[src/rtl/spi_burst_pkg.sv]
package spi_burst_pkg;
    localparam int FRAME_W = 8;
    localparam int BIT_W   = $clog2(FRAME_W);

    typedef enum logic [2:0] {
        ST_IDLE,
        ST_LEAD,
        ST_WAIT,
        ST_LOW,
        ST_HIGH,
        ST_GAP,
        ST_LAG
    } xfer_state_e;
endpackage

[src/rtl/spi_dn_timer.sv]
module spi_dn_timer #(
    parameter int W = 8
) (
    input  logic         clk,
    input  logic         rst_n,
    input  logic         load_i,
    input  logic [W-1:0] val_i,
    output logic         zero_o
);
    logic [W-1:0] cnt_d, cnt_q;

    always_comb begin
        cnt_d = cnt_q;
        if (load_i) begin
            cnt_d = val_i;
        end else if (cnt_q != '0) begin
            cnt_d = cnt_q - W'(1);
        end
    end

    always_ff @(posedge clk or negedge rst_n) begin
        if (!rst_n) begin
            cnt_q <= '0;
        end else begin
            cnt_q <= cnt_d;
        end
    end

    assign zero_o = (cnt_q == '0);
endmodule

[src/rtl/spi_byte_shifter.sv]
module spi_byte_shifter #(
    parameter int W = 8
) (
    input  logic         clk,
    input  logic         rst_n,
    input  logic         load_i,
    input  logic [W-1:0] data_i,
    input  logic         shift_i,
    input  logic         sample_i,
    input  logic         clear_i,
    input  logic         miso_i,
    output logic         mosi_o,
    output logic [W-1:0] rx_o
);
    logic [W-1:0] tx_d, tx_q;
    logic [W-1:0] rx_d, rx_q;

    always_comb begin
        tx_d = tx_q;
        rx_d = rx_q;
        if (clear_i) begin
            tx_d = '0;
            rx_d = '0;
        end else begin
            if (load_i) begin
                tx_d = data_i;
            end else if (shift_i) begin
                tx_d = {tx_q[W-2:0], 1'b0};
            end
            if (sample_i) begin
                rx_d = {rx_q[W-2:0], miso_i};
            end
        end
    end

    always_ff @(posedge clk or negedge rst_n) begin
        if (!rst_n) begin
            tx_q <= '0;
            rx_q <= '0;
        end else begin
            tx_q <= tx_d;
            rx_q <= rx_d;
        end
    end

    assign mosi_o = tx_q[W-1];
    assign rx_o   = rx_q;
endmodule

[src/rtl/spi_burst_master.sv]
module spi_burst_master
    import spi_burst_pkg::*;
#(
    parameter int CNT_W = 16,
    parameter int LEN_W = 8,
    parameter int DIV_W = 8
) (
    input  logic               clk,
    input  logic               rst_n,
    input  logic               start_i,
    input  logic [LEN_W-1:0]   nframes_i,
    input  logic [DIV_W-1:0]   div_i,
    input  logic [CNT_W-1:0]   lead_i,
    input  logic [CNT_W-1:0]   gap_i,
    input  logic [CNT_W-1:0]   lag_i,
    input  logic [FRAME_W-1:0] tx_data_i,
    input  logic               tx_valid_i,
    output logic               tx_ready_o,
    input  logic               miso_i,
    output logic               sck_o,
    output logic               mosi_o,
    output logic               cs_n_o,
    output logic [FRAME_W-1:0] rx_data_o,
    output logic               rx_valid_o,
    output logic               done_o
);
    // Delay timer must hold any CNT_W value plus one half-period.
    localparam int TMR_W = ((CNT_W > DIV_W) ? CNT_W : DIV_W) + 1;
    localparam logic [BIT_W-1:0] LAST_BIT = BIT_W'(FRAME_W - 1);

    typedef struct packed {
        xfer_state_e        state;
        logic               sck;
        logic               cs_n;
        logic               rx_valid;
        logic               done;
        logic [FRAME_W-1:0] rx_data;
        logic [DIV_W-1:0]   half;
        logic [CNT_W-1:0]   gap;
        logic [CNT_W-1:0]   lag;
        logic [LEN_W-1:0]   frames;
        logic [BIT_W-1:0]   bit_idx;
    } regs_t;

    regs_t d, q;

    logic               tmr_load, tmr_zero;
    logic [TMR_W-1:0]   tmr_val;
    logic               bt_load, bt_zero;
    logic [DIV_W-1:0]   bt_val;
    logic               sh_load, sh_shift, sh_sample, sh_clear;
    logic [FRAME_W-1:0] sh_rx;
    logic               slot;
    logic [DIV_W-1:0]   div_half, half_start, half_now;
    logic [DIV_W-1:0]   half_cur;

    assign div_half   = div_i >> 1;
    assign half_start = (div_half == '0) ? DIV_W'(1) : div_half;
    assign half_cur   = q.half;

    always_comb begin
        d           = q;
        d.rx_valid  = 1'b0;
        d.done      = 1'b0;
        tmr_load    = 1'b0;
        tmr_val     = '0;
        bt_load     = 1'b0;
        bt_val      = '0;
        sh_load     = 1'b0;
        sh_shift    = 1'b0;
        sh_sample   = 1'b0;
        sh_clear    = 1'b0;
        slot        = 1'b0;
        half_now    = (q.state == ST_IDLE) ? half_start : q.half;

        case (q.state)
            ST_IDLE: begin
                if (start_i && (nframes_i != '0)) begin
                    d.cs_n   = 1'b0;
                    d.half   = half_start;
                    d.gap    = gap_i;
                    d.lag    = lag_i;
                    d.frames = nframes_i;
                    if (lead_i == '0) begin
                        slot = 1'b1;
                    end else begin
                        tmr_load = 1'b1;
                        tmr_val  = TMR_W'(lead_i) - TMR_W'(1);
                        d.state  = ST_LEAD;
                    end
                end
            end
            ST_LEAD, ST_GAP: begin
                if (tmr_zero) begin
                    slot = 1'b1;
                end
            end
            ST_WAIT: begin
                slot = 1'b1;
            end
            ST_LOW: begin
                if (bt_zero) begin
                    d.sck     = 1'b1;
                    sh_sample = 1'b1;
                    bt_load   = 1'b1;
                    bt_val    = q.half - DIV_W'(1);
                    d.state   = ST_HIGH;
                end
            end
            ST_HIGH: begin
                if (bt_zero) begin
                    d.sck = 1'b0;
                    if (q.bit_idx == LAST_BIT) begin
                        d.rx_valid = 1'b1;
                        d.rx_data  = sh_rx;
                        d.frames   = q.frames - LEN_W'(1);
                        if (q.frames == LEN_W'(1)) begin
                            tmr_load = 1'b1;
                            tmr_val  = TMR_W'(q.lag) + TMR_W'(q.half) - TMR_W'(1);
                            d.state  = ST_LAG;
                        end else if (q.gap == '0) begin
                            slot = 1'b1;
                        end else begin
                            tmr_load = 1'b1;
                            tmr_val  = TMR_W'(q.gap) - TMR_W'(1);
                            d.state  = ST_GAP;
                        end
                    end else begin
                        sh_shift  = 1'b1;
                        d.bit_idx = q.bit_idx + BIT_W'(1);
                        bt_load   = 1'b1;
                        bt_val    = q.half - DIV_W'(1);
                        d.state   = ST_LOW;
                    end
                end
            end
            ST_LAG: begin
                if (tmr_zero) begin
                    d.cs_n   = 1'b1;
                    d.done   = 1'b1;
                    sh_clear = 1'b1;
                    d.state  = ST_IDLE;
                end
            end
            default: begin
                d.state = ST_IDLE;
            end
        endcase

        // A byte slot: take the byte now or park with SCK low.
        if (slot) begin
            if (tx_valid_i) begin
                sh_load   = 1'b1;
                bt_load   = 1'b1;
                bt_val    = half_now - DIV_W'(1);
                d.bit_idx = '0;
                d.state   = ST_LOW;
            end else begin
                d.state = ST_WAIT;
            end
        end
    end

    always_ff @(posedge clk or negedge rst_n) begin
        if (!rst_n) begin
            q      <= '0;
            q.cs_n <= 1'b1;
        end else begin
            q <= d;
        end
    end

    spi_dn_timer #(.W(TMR_W)) u_gap_tmr (
        .clk    (clk),
        .rst_n  (rst_n),
        .load_i (tmr_load),
        .val_i  (tmr_val),
        .zero_o (tmr_zero)
    );

    spi_dn_timer #(.W(DIV_W)) u_bit_tmr (
        .clk    (clk),
        .rst_n  (rst_n),
        .load_i (bt_load),
        .val_i  (bt_val),
        .zero_o (bt_zero)
    );

    spi_byte_shifter #(.W(FRAME_W)) u_shift (
        .clk      (clk),
        .rst_n    (rst_n),
        .load_i   (sh_load),
        .data_i   (tx_data_i),
        .shift_i  (sh_shift),
        .sample_i (sh_sample),
        .clear_i  (sh_clear),
        .miso_i   (miso_i),
        .mosi_o   (mosi_o),
        .rx_o     (sh_rx)
    );

    assign tx_ready_o = slot;
    assign sck_o      = q.sck;
    assign cs_n_o     = q.cs_n;
    assign rx_data_o  = q.rx_data;
    assign rx_valid_o = q.rx_valid;
    assign done_o     = q.done;
endmodule

[config.mk]
export PLATFORM = sky130hd
export DESIGN_NAME = spi_burst_master
export DESIGN_NICKNAME = d
export VERILOG_FILES = /design/src/rtl/spi_burst_pkg.sv /design/src/rtl/spi_dn_timer.sv /design/src/rtl/spi_byte_shifter.sv /design/src/rtl/spi_burst_master.sv
export SDC_FILE = /design/constraint.sdc
export NUM_CORES = 1
export LEC_CHECK = 0
export ABC_AREA = 1
export CAP_MARGIN = 20
export CORE_AREA = 2 2 119 121
export DETAILED_ROUTE_END_ITERATION = 12
export DIE_AREA = 0 0 121 123
export DONT_BUFFER_PORTS = 1
export GPL_ROUTABILITY_DRIVEN = 1
export PLACE_DENSITY = 0.76
export RECOVER_POWER = 25
export SLEW_MARGIN = 15
export SYNTH_ARGS = -nofsm -noshare
export SYNTH_HDL_FRONTEND = slang
export SYNTH_SLANG_ARGS = --single-unit
export TNS_END_PERCENT = 20
[constraint.sdc]
create_clock -name clk -period 2 [get_ports clk]
set_input_delay 0.4 -clock clk [delete_from_list [all_inputs] [get_ports clk]]
set_output_delay 0.4 -clock clk [all_outputs]
set_load 0.05 [all_outputs]
Yosys cells after proc, flatten, opt, wreduce, memory -nomap -nowiden
Index checks and enable logic that the tools add are counted.

cells by class
  add/sub/neg operators = 10
  eq/ne operators = 20
  mux-type cells = 76
  reduce and logical (&&, ||, !) cells = 25

operators with widths
  kind                   number
  $mux 17                8
  $mux 8                 14
  $pmux 17 s2            1
  $sub 16x1->17 const B  2
  $sub 17x1->17 const B  2
  $mux 3                 11
  $logic_not 16->1       2
  $pmux 8 s2             2
  $mux 1                 29
  $sub 8x1->8 const B    3
  $add 16x7->17          1
  $logic_not 17->1       1
  $reduce_bool 17->1     1
  $logic_not 8->1        2
  $reduce_bool 8->1      2
  $pmux 3 s5             1
  $mux 7                 2
  $eq 3x3->1 const B     4
  $ne 3x3->1 const B     4
  $reduce_bool 2->1      6
  $mux 11                1
  $reduce_and 3->1       3
  $eq 8x1->1 const B     1
  $mux 4                 2
  other kinds (18)       26

word-level totals
  register bits after elaboration = 106
  input port bits = 77
  output and inout port bits = 14
  word-level logic and storage cells = 146

Logic depth before layout (Yosys ltp)
Gate-level depths: netlist (run 1).

  depth in word-level cells = 9
  depth in mapped cells = 17
  depth with buffers taken out = 17

Modules after synthesis
A second synthesis (run 1) with hierarchy kept.

second synthesis, totals
  cell total of the unflattened synthesis = 1235
  area, all modules = 8037.7 µm²

modules (own cells, without submodules)
  module                     times used  cells each  area each (µm²)  sequential area each (µm²)
  spi_burst_master           1           898         5584.1           1627.8
  spi_dn_timer at u_gap_tmr  1           172         1128.6           425.4
  spi_byte_shifter           1           94          793.3            400.4
  spi_dn_timer at u_bit_tmr  1           71          531.8            200.2

Worst setup path after synthesis (run 1)
Ideal clock, no wire load.

  path kind = register to register
  start point = reg q (netlist bit half_cur[1])
  end point = reg u_gap_tmr.cnt_q[11]
  library setup time = 0.077 ns
  arrival time = 2.096 ns
  required time = 1.923 ns
  path slack = -0.173 ns
  cell stages (with the launch flop) = 17
  path buffers = 0
  clock period less this slack = 2.173 ns
  path through = dfrtp_1 inv_1 ha_1 inv_1 ha_1 inv_1 fa_1 inv_1 nand3_1 nand2_1 nand2_1 nand2_1 nand2_1 a21o_1 nand3_1 nand2_1 a21oi_1

on the way
  longest elaborated chain between the ends = 7

RTL lines
  element                 line                     text
  start: declaration      spi_burst_master.sv:45   regs_t d, q;
  $add 16x7->17           spi_burst_master.sv:119  tmr_val = TMR_W'(q.lag) + TMR_W'(q.half) - TMR_W'(1);
  $sub 17x1->17           spi_burst_master.sv:119
  $mux 17                 spi_burst_master.sv:117  if (q.frames == LEN_W'(1)) begin
  $mux 17                 spi_burst_master.sv:113  if (q.bit_idx == LAST_BIT) begin
  $mux 17                 spi_burst_master.sv:111  if (bt_zero) begin
  $pmux 17 s2             spi_burst_master.sv:76   case (q.state)
  $mux 17                 spi_dn_timer.sv:14       if (load_i) begin
  end signal: assignment  spi_dn_timer.sv:25       cnt_q <= cnt_d;
  end: declaration        spi_dn_timer.sv:10       logic [W-1:0] cnt_d, cnt_q;

No other way between the ends.
A chain may end at the register's enable or synchronous reset.

Worst setup path after layout (run 1)
Ends and elaborated chain as after synthesis.

==> flow_summary.yaml, run 1 <==
outcome:
  result_of_the_run: "finished, violations left"
  violations_in_the_final_reports: "hold timing, setup timing"
worst_setup_path:
  crit_buf_inv: 4
  critical_path.startpoint_type: "flop"
  crit_path_max_fanout: 4
  critical_path_arrival_ns: 2.51
  worst_stage_delay_on_the_critical_path_ns: 0.40
  critical_path.slowest_cell: "sky130_fd_sc_hd__dfrtp_1"
  worst-endpoint-required_ns: 2.30
  worst_setup_path_end_kind: "flop"
  critical_path_type: "reg -> reg"
  critical-path-top-delay-family: "adder cells"
  critical_path.cell_chain: "inv_2 > ha_4 > inv_4 > ha_4 > inv_2 > fa_2 > inv_2 > nand3_4 > nand2_4 > nand2_4 > nand2_4 > nand2_2 > a21o_1 > nand3_2 > nand2_2 > a21oi_2"
logic_synthesis:
  ys_flop_type: "sky130_fd_sc_hd__dfrtp_1"
  synth.area.top_cells: "sky130_fd_sc_hd__dfrtp_1 (34%), sky130_fd_sc_hd__nand2_1 (14%), sky130_fd_sc_hd__inv_1 (7.7%), sky130_fd_sc_hd__o21ai_0 (6.2%), sky130_fd_sc_hd__nor2_1 (5.9%)"
  mappedNetlistArea_sq_mm: 0.00781
  syn-num-nets: 1265
  netlist.top_cell.by_area: "sky130_fd_sc_hd__dfrtp_1"
  ys_types: 48
  yosys_register_bits: 106
  synth.most_common_cell: "sky130_fd_sc_hd__nand2_1"
  synth_edf_count: 0
  post_synth_most_frequent_cells: "sky130_fd_sc_hd__nand2_1 (300), sky130_fd_sc_hd__inv_1 (161), sky130_fd_sc_hd__nor2_1 (122)"
  synth.yosys.warnings: 0
  synth_async_sr_flop_share: 1.00
  synthesized_area_per_cell_sq_um: 6.78
  syn_inst_count: 1152
  synth_seq_area_share: 0.340
  synth_top_area_frac: 0.336
routing:
  antenna_left: 0
  met3WireLength_um: 1140
  drt-vias-per-instance: 5.44
  detail_route.first_pass.iterations: 5
  detailedRoute.firstIterationViolations: 643
  final_wirelength_um: 21800
  met2_wirelength_um: 10300
  routed.top_layer: "met4"
  wirelength_met1_um: 9870
  post_drt_wl_per_cell_um: 15.2
  detailroute.via_count: 7780
  drcViolationCount: 0
cts:
  cts_max_level: 3
  cts.sink_count: 106
  clk_path_buf_depth: 2
  clk_pin_slew_ns: 0.08
  tritoncts_clock_tree: "yes"
  clockRootBuffer: "sky130_fd_sc_hd__clkbuf_16"
  cts_made_buffers: 9
  clk_latency_ns: 0.37
timing:
  post-route-min-period_ns: 2.21
  timing.final.hold_violations: 106
  finalSetupViolCount: 15
  maximum_clock_frequency_mhz: 452
  timing.slew.headroom: 0.680
  post-route-worst-setup-slack_ns: -0.214
  fin_setup_tns_ns: -1.89
  rsz0062_at_grt: "true"
  min_period_over_period: 1.11
  hold_ws_ns: -0.278
  fin_worst_skew_ns: 0.00937
  final_max_slew_viol_count: 0
  tightestPinTransition_ns: 0.480
pwr:
  p_per_area_mw_per_mm2: 1720
  power.total_mw: 16.5
  peakVddDrop_v: 0.00118
  p_leak_nw: 4.69
finish:
  antenna-diode-count: 0
  number_of_nets_in_the_final_layout: 1357
  instances_no_fill: 1429
  layout-drive-gt1-share: 0.227
  syn2layout_area_growth_pct: 23.0
place:
  port_buffers: 0
  place.gp.congestion: 0.917
  pre_cts_ws_ns: -0.237
  hpwl_um: 15100
  placedCellCount: 1389
global_route:
  grt_pass1_wl_um: 33800
  grt_pass1_vias: 7139
  grt_max_degree: 107
  groute.usage.overall: 0.289
  grt_antenna_before_repair: 0
  grt.overflow.total: 0
flow_run:
  maxCapViolations: 0
floorplan:
  std_cell_rows: 43
  die_area_sq_mm: 0.0149
  core_area_sq_mm: 0.0136
  fp.dieW_um: 121
  io_pins: 91
  dieHeight_um: 123
  initial_core_utilization: 0.574
min_path:
  min-delay-path-class: "in -> async"
[through the flow]
step / util / cell area (sq um) / hold WS [ns]
6_report: 0.706 / 9610 / -0.278
4_1_cts: 0.669 / 9100 / -0.289
3_3_place_gp: 0.631 / 8590 / 0.108
2_1_floorplan: - / 7830 / 0.104
5_1_grt: 0.706 / 9610 / -0.290
3_5_place_dp: 0.631 / 8590 / 0.107
[timing repair]
action | in CTS | in global routing
resized for setup | 40 | 114
endpoints found under the setup margin | 29 | 64
pin swaps | 20 | 44
endpoints found under the hold margin | 106 | 106
buffers inserted | 10 | 14
[layout make-up]
class,count,area [sq um]
sequential,106,2650
multi-input combinational,842,4850
inverter,172,671
tap,180,225
timing repair buffer,113,931
clock buffer,9,225
clock inverter,7,61.3
fill,1077,4000
[state kept, by name (all words and copies together), names as in the netlist, 7 cells and up]
| register | flops |
|---|---|
| q | 46 |
| u_gap_tmr.cnt_q | 17 |
| rx_data_o | 8 |
| u_bit_tmr.cnt_q | 8 |
| u_shift.rx_o | 8 |
| u_shift.tx_q | 8 |
| half_cur | 7 |
[worst register-to-register path: cells and delay by family, from the launching register on]
family                   cells  cell delay (ns)
adder cells (fa/ha/maj)      3             0.67
buffers and inverters        4             0.27
flip-flops                   1             0.40
AO/OA/AOI/OAI                2             0.29
AND/OR/NAND/NOR              7             0.50
[power breakdown]
part	total (mW)	internal, mW	switching (mW)
Sequential	3.74	3.02	0.720
Combinational	11.0	4.67	6.33
Clock	1.75	0.870	0.881
Total	16.5	8.56	7.93
[cell usage in the layout (no fill, tap or decap), drive strengths merged, types with 2 or more instances in the layout]
master  instances
a31oi           4
o21a            3
o31ai           2
nand3          86
or2             4
o22ai           3
nor3           11
nand2         311
dfrtp         105
ha             35
nand4          13
xor2           26
o211ai          4
o21ai         109
inv           172
buf           113
clkbuf          9
a21oi          65
nor4            4
nor2          133
xnor2          13
nand3b          4
nor3b           2
clkinv          6
[per-layer routing]
layer	vias up	global-route usage
met5	-	0
met4	0	0.0988
li1	3870	-
met2	242	0.463
met3	31	0.0351
met1	3637	0.406
[path summary, 6_finish.rpt]
| path | startpoint | endpoint | slack, ns | cells past startpoint |
|---|---|---|---|---|
| worst max register to register | half_cur[1] | u_gap_tmr.cnt_q[11] | -0.21 | 16 |
| worst max-delay path | half_cur[1] | u_gap_tmr.cnt_q[11] | -0.21 | 16 |
| worst min-delay path | rst_n | q[23] | -0.28 | 0 |
| min in group clk | gap_i[12] | q[39] | 0.14 | 2 |
| max in group asynchronous | rst_n | cs_n_o | 2.07 | 0 |
| worst min register to register | u_shift.tx_q[0] | u_shift.tx_q[0] | 0.48 | 2 |
[kinds of logic (layout without fill, tap and decap cells)]
logic type | Yosys count | count (layout) | synth area share
DFF | 106 | 106 | 0.340
AOI/OAI and AO/OA | 198 | 198 | 0.135
buffers and inverters | 204 | 301 | 0.108
adders and majority gates | 36 | 36 | 0.0586
xor gates and xnor gates | 39 | 39 | 0.0437
and+or+nand+nor | 569 | 569 | 0.315
(Power assumes the default switching activity.)
==> run 2: changes to the inputs <==
--- a/config.mk
+++ b/config.mk
@@ -7,13 +7,14 @@
 export LEC_CHECK = 0
 export ABC_AREA = 1
 export CAP_MARGIN = 20
-export CORE_AREA = 2 2 119 121
+export CORE_AREA = 2 2 129 131
 export DETAILED_ROUTE_END_ITERATION = 12
-export DIE_AREA = 0 0 121 123
+export DIE_AREA = 0 0 131 133
 export DONT_BUFFER_PORTS = 1
 export GPL_ROUTABILITY_DRIVEN = 1
-export PLACE_DENSITY = 0.76
+export PLACE_DENSITY = 0.66
 export RECOVER_POWER = 25
+export SETUP_SLACK_MARGIN = 0.5
 export SLEW_MARGIN = 15
 export SYNTH_ARGS = -nofsm -noshare
 export SYNTH_HDL_FRONTEND = slang
==> flow_summary.yaml, run 2 (synthesized netlist as in run 1, its figures left out) <==
outcome:
  result_of_the_run: "finished, violations left"
  violations_in_the_final_reports: "hold timing, setup timing"
cts:
  clockRootBuffer: "sky130_fd_sc_hd__clkbuf_16"
  tritoncts_clock_tree: "yes"
  cts_max_level: 3
  clk_latency_ns: 0.36
  cts.sink_count: 106
  clk_pin_slew_ns: 0.08
  clk_path_buf_depth: 2
  cts_made_buffers: 9
finish:
  number_of_nets_in_the_final_layout: 1364
  mostFrequentLayoutCell: "sky130_fd_sc_hd__nand2_1"
  mostFrequentLayoutCells: "sky130_fd_sc_hd__nand2_1 (269), sky130_fd_sc_hd__inv_1 (128), sky130_fd_sc_hd__dfrtp_1 (105)"
  layout.cell_area.non_filler_sq_mm: 0.00998
  layout-drive-gt1-share: 0.253
  regMostFlops: "q"
  antenna-diode-count: 0
  fillerInstances: 1443
  syn2layout_area_growth_pct: 27.7
  layout_top_registers: "q: 46 flops, u_gap_tmr.cnt_q: 17 flops"
  largest_reg_flops: 46
worst_setup_path:
  timing.rr.start: "half_cur[1]"
  setup_slack_of_the_most_critical_reg_to_reg_path_ns: -0.20
  worst_setup_path_end_kind: "flop"
  critical-path-top-delay-family: "adder cells"
  critical_path_type: "reg -> reg"
  worst-endpoint-required_ns: 2.29
  critical_path.startpoint_type: "flop"
  rr_endpoint: "u_gap_tmr.cnt_q[11]"
  timing.reg2reg.worst_path_depth: 16
  worst_stage_delay_on_the_critical_path_ns: 0.39
  critical_path.slowest_cell: "sky130_fd_sc_hd__dfrtp_1"
  critical_path.cell_chain: "inv_2 > ha_4 > inv_4 > ha_4 > inv_2 > fa_2 > inv_2 > nand3_4 > nand2_4 > nand2_4 > nand2_4 > nand2_2 > a21o_1 > nand3_2 > nand2_1 > a21oi_1"
  critical_path_arrival_ns: 2.48
  crit_path_max_fanout: 4
  crit_buf_inv: 4
place:
  hpwl_um: 15900
  port_buffers: 0
  placedInstanceArea_sq_mm: 0.00867
  place.gp.congestion: 0.901
pwr:
  p_leak_nw: 4.78
  pwr-share-clk: 0.108
  power.total_mw: 17.2
  combinational_fraction_of_design_power: 0.674
  p_per_area_mw_per_mm2: 1730
  netSwitchingPower_mw: 8.23
  cell_internal_power_mw: 9.00
  peakVddDrop_v: 0.00101
  power.switching_fraction: 0.477
  sequential_power_share: 0.218
routing:
  detailedRoute.firstIterationViolations: 492
  detailroute.via_count: 7740
  drt-vias-per-instance: 5.24
  detail_route.first_pass.iterations: 5
  drcViolationCount: 0
  post_drt_wl_per_cell_um: 15.3
  final_wirelength_um: 22600
  antenna_left: 0
timing:
  maximum_clock_frequency_mhz: 455
  post-route-min-period_ns: 2.20
  timing.final.hold_violations: 106
  min_period_over_period: 1.10
  tightestPinTransition_ns: 0.579
  final_max_slew_viol_count: 0
  hold_ws_ns: -0.278
  post-route-worst-setup-slack_ns: -0.197
  fin_worst_skew_ns: 0.0112
  finalSetupViolCount: 20
  rsz0062_at_grt: "true"
  timing.slew.headroom: 0.612
floorplan:
  core_area_sq_mm: 0.0162
  die_area_sq_mm: 0.0174
  fp.dieW_um: 131
  io_pins: 91
  initial_core_utilization: 0.483
  dieHeight_um: 133
  std_cell_rows: 47
global_route:
  grt.overflow.total: 0
  grt_max_degree: 107
  grt_pass1_vias: 7270
  groute.usage.overall: 0.257
  grt_pass1_wl_um: 35500
  grt_antenna_before_repair: 0
flow_run:
  maxCapViolations: 0
min_path:
  min-delay-path-class: "in -> async"
[run 2: cell count changes in the layout (fill, tap and decap cells not counted), sizes merged]
cell / previous run / this run
clkinv: 6 / 4
buf: 113 / 117
bufbuf: 0 / 1
inv: 172 / 174
clkinvlp: 1 / 2
clkbuf: 9 / 10
[run 2: what timing repair did]
item / in CTS / in global routing
gates cloned: 2 / 1
hold endpoints to repair: 106 / 106
setup buffers: 28 / 16
setup endpoints to repair: 105 / 106
resized for setup: 104 / 68
pin swaps: 49 / 44
[run 2: per-stage QoR]
stage | std cells | worst slack (ns) | TNS, ns | hold slack, ns | util
after floorplan | 1152 | -0.0321 | -0.0564 | 0.104 | -
after global placement | 1413 | -0.194 | -0.779 | 0.109 | 0.536
final | 1476 | -0.197 | -1.87 | -0.278 | 0.617
after global routing | 1476 | -0.318 | -4.76 | -0.293 | 0.617
after detailed placement | 1413 | -0.230 | -1.21 | 0.107 | 0.536
after CTS | 1459 | -0.156 | -1.22 | -0.285 | 0.592
[run 2: area by class of cell]
cell class	count	area, sq um	share of cell area
Clock buffer	9	225	0.0226
Timing Repair Buffer	119	1090	0.109
Sequential cell	106	2650	0.266
Tap cell	220	275	0.0276
Inverter	172	674	0.0676
Clock inverter	7	76.3	0.00765
Timing Repair inverter	1	7.51	0.000752
Multi-Input combinational cell	842	4980	0.499
[run 2: how the worst max path moves through the flow]
stage / from / endpoint / cells after the start
global route: half_cur[1] / u_gap_tmr.cnt_q[11] / 16
floorplan: half_cur[1] / u_gap_tmr.cnt_q[15] / 17
global placement: q[12] / u_gap_tmr.cnt_q[15] / 17
CTS: u_gap_tmr.cnt_q[0] / tx_ready_o / 11
finish: half_cur[1] / u_gap_tmr.cnt_q[11] / 16
detailed placement: q[12] / u_gap_tmr.cnt_q[15] / 17
[run 2: metal layers]
layer / global-route usage / vias up / wire length (um)
met4: 0.0603 / 0 / 321
met5: 0 / - / 0
met1: 0.373 / 3650 / 10600
met3: 0.0376 / 22 / 943
li1: - / 3888 / -
met2: 0.407 / 180 / 10700
[run 2: power by group through the flow]
stage | Sequential [mW] | Combinational (mW) | Clock, mW
after detailed placement | 3.73 | 8.80 | 0
after global placement | 3.71 | 8.63 | 0
after CTS | 3.71 | 10.2 | 1.87
final | 3.76 | 11.6 | 1.86
after global routing | 3.87 | 12.8 | 1.97
after floorplan | 3.62 | 6.37 | 0
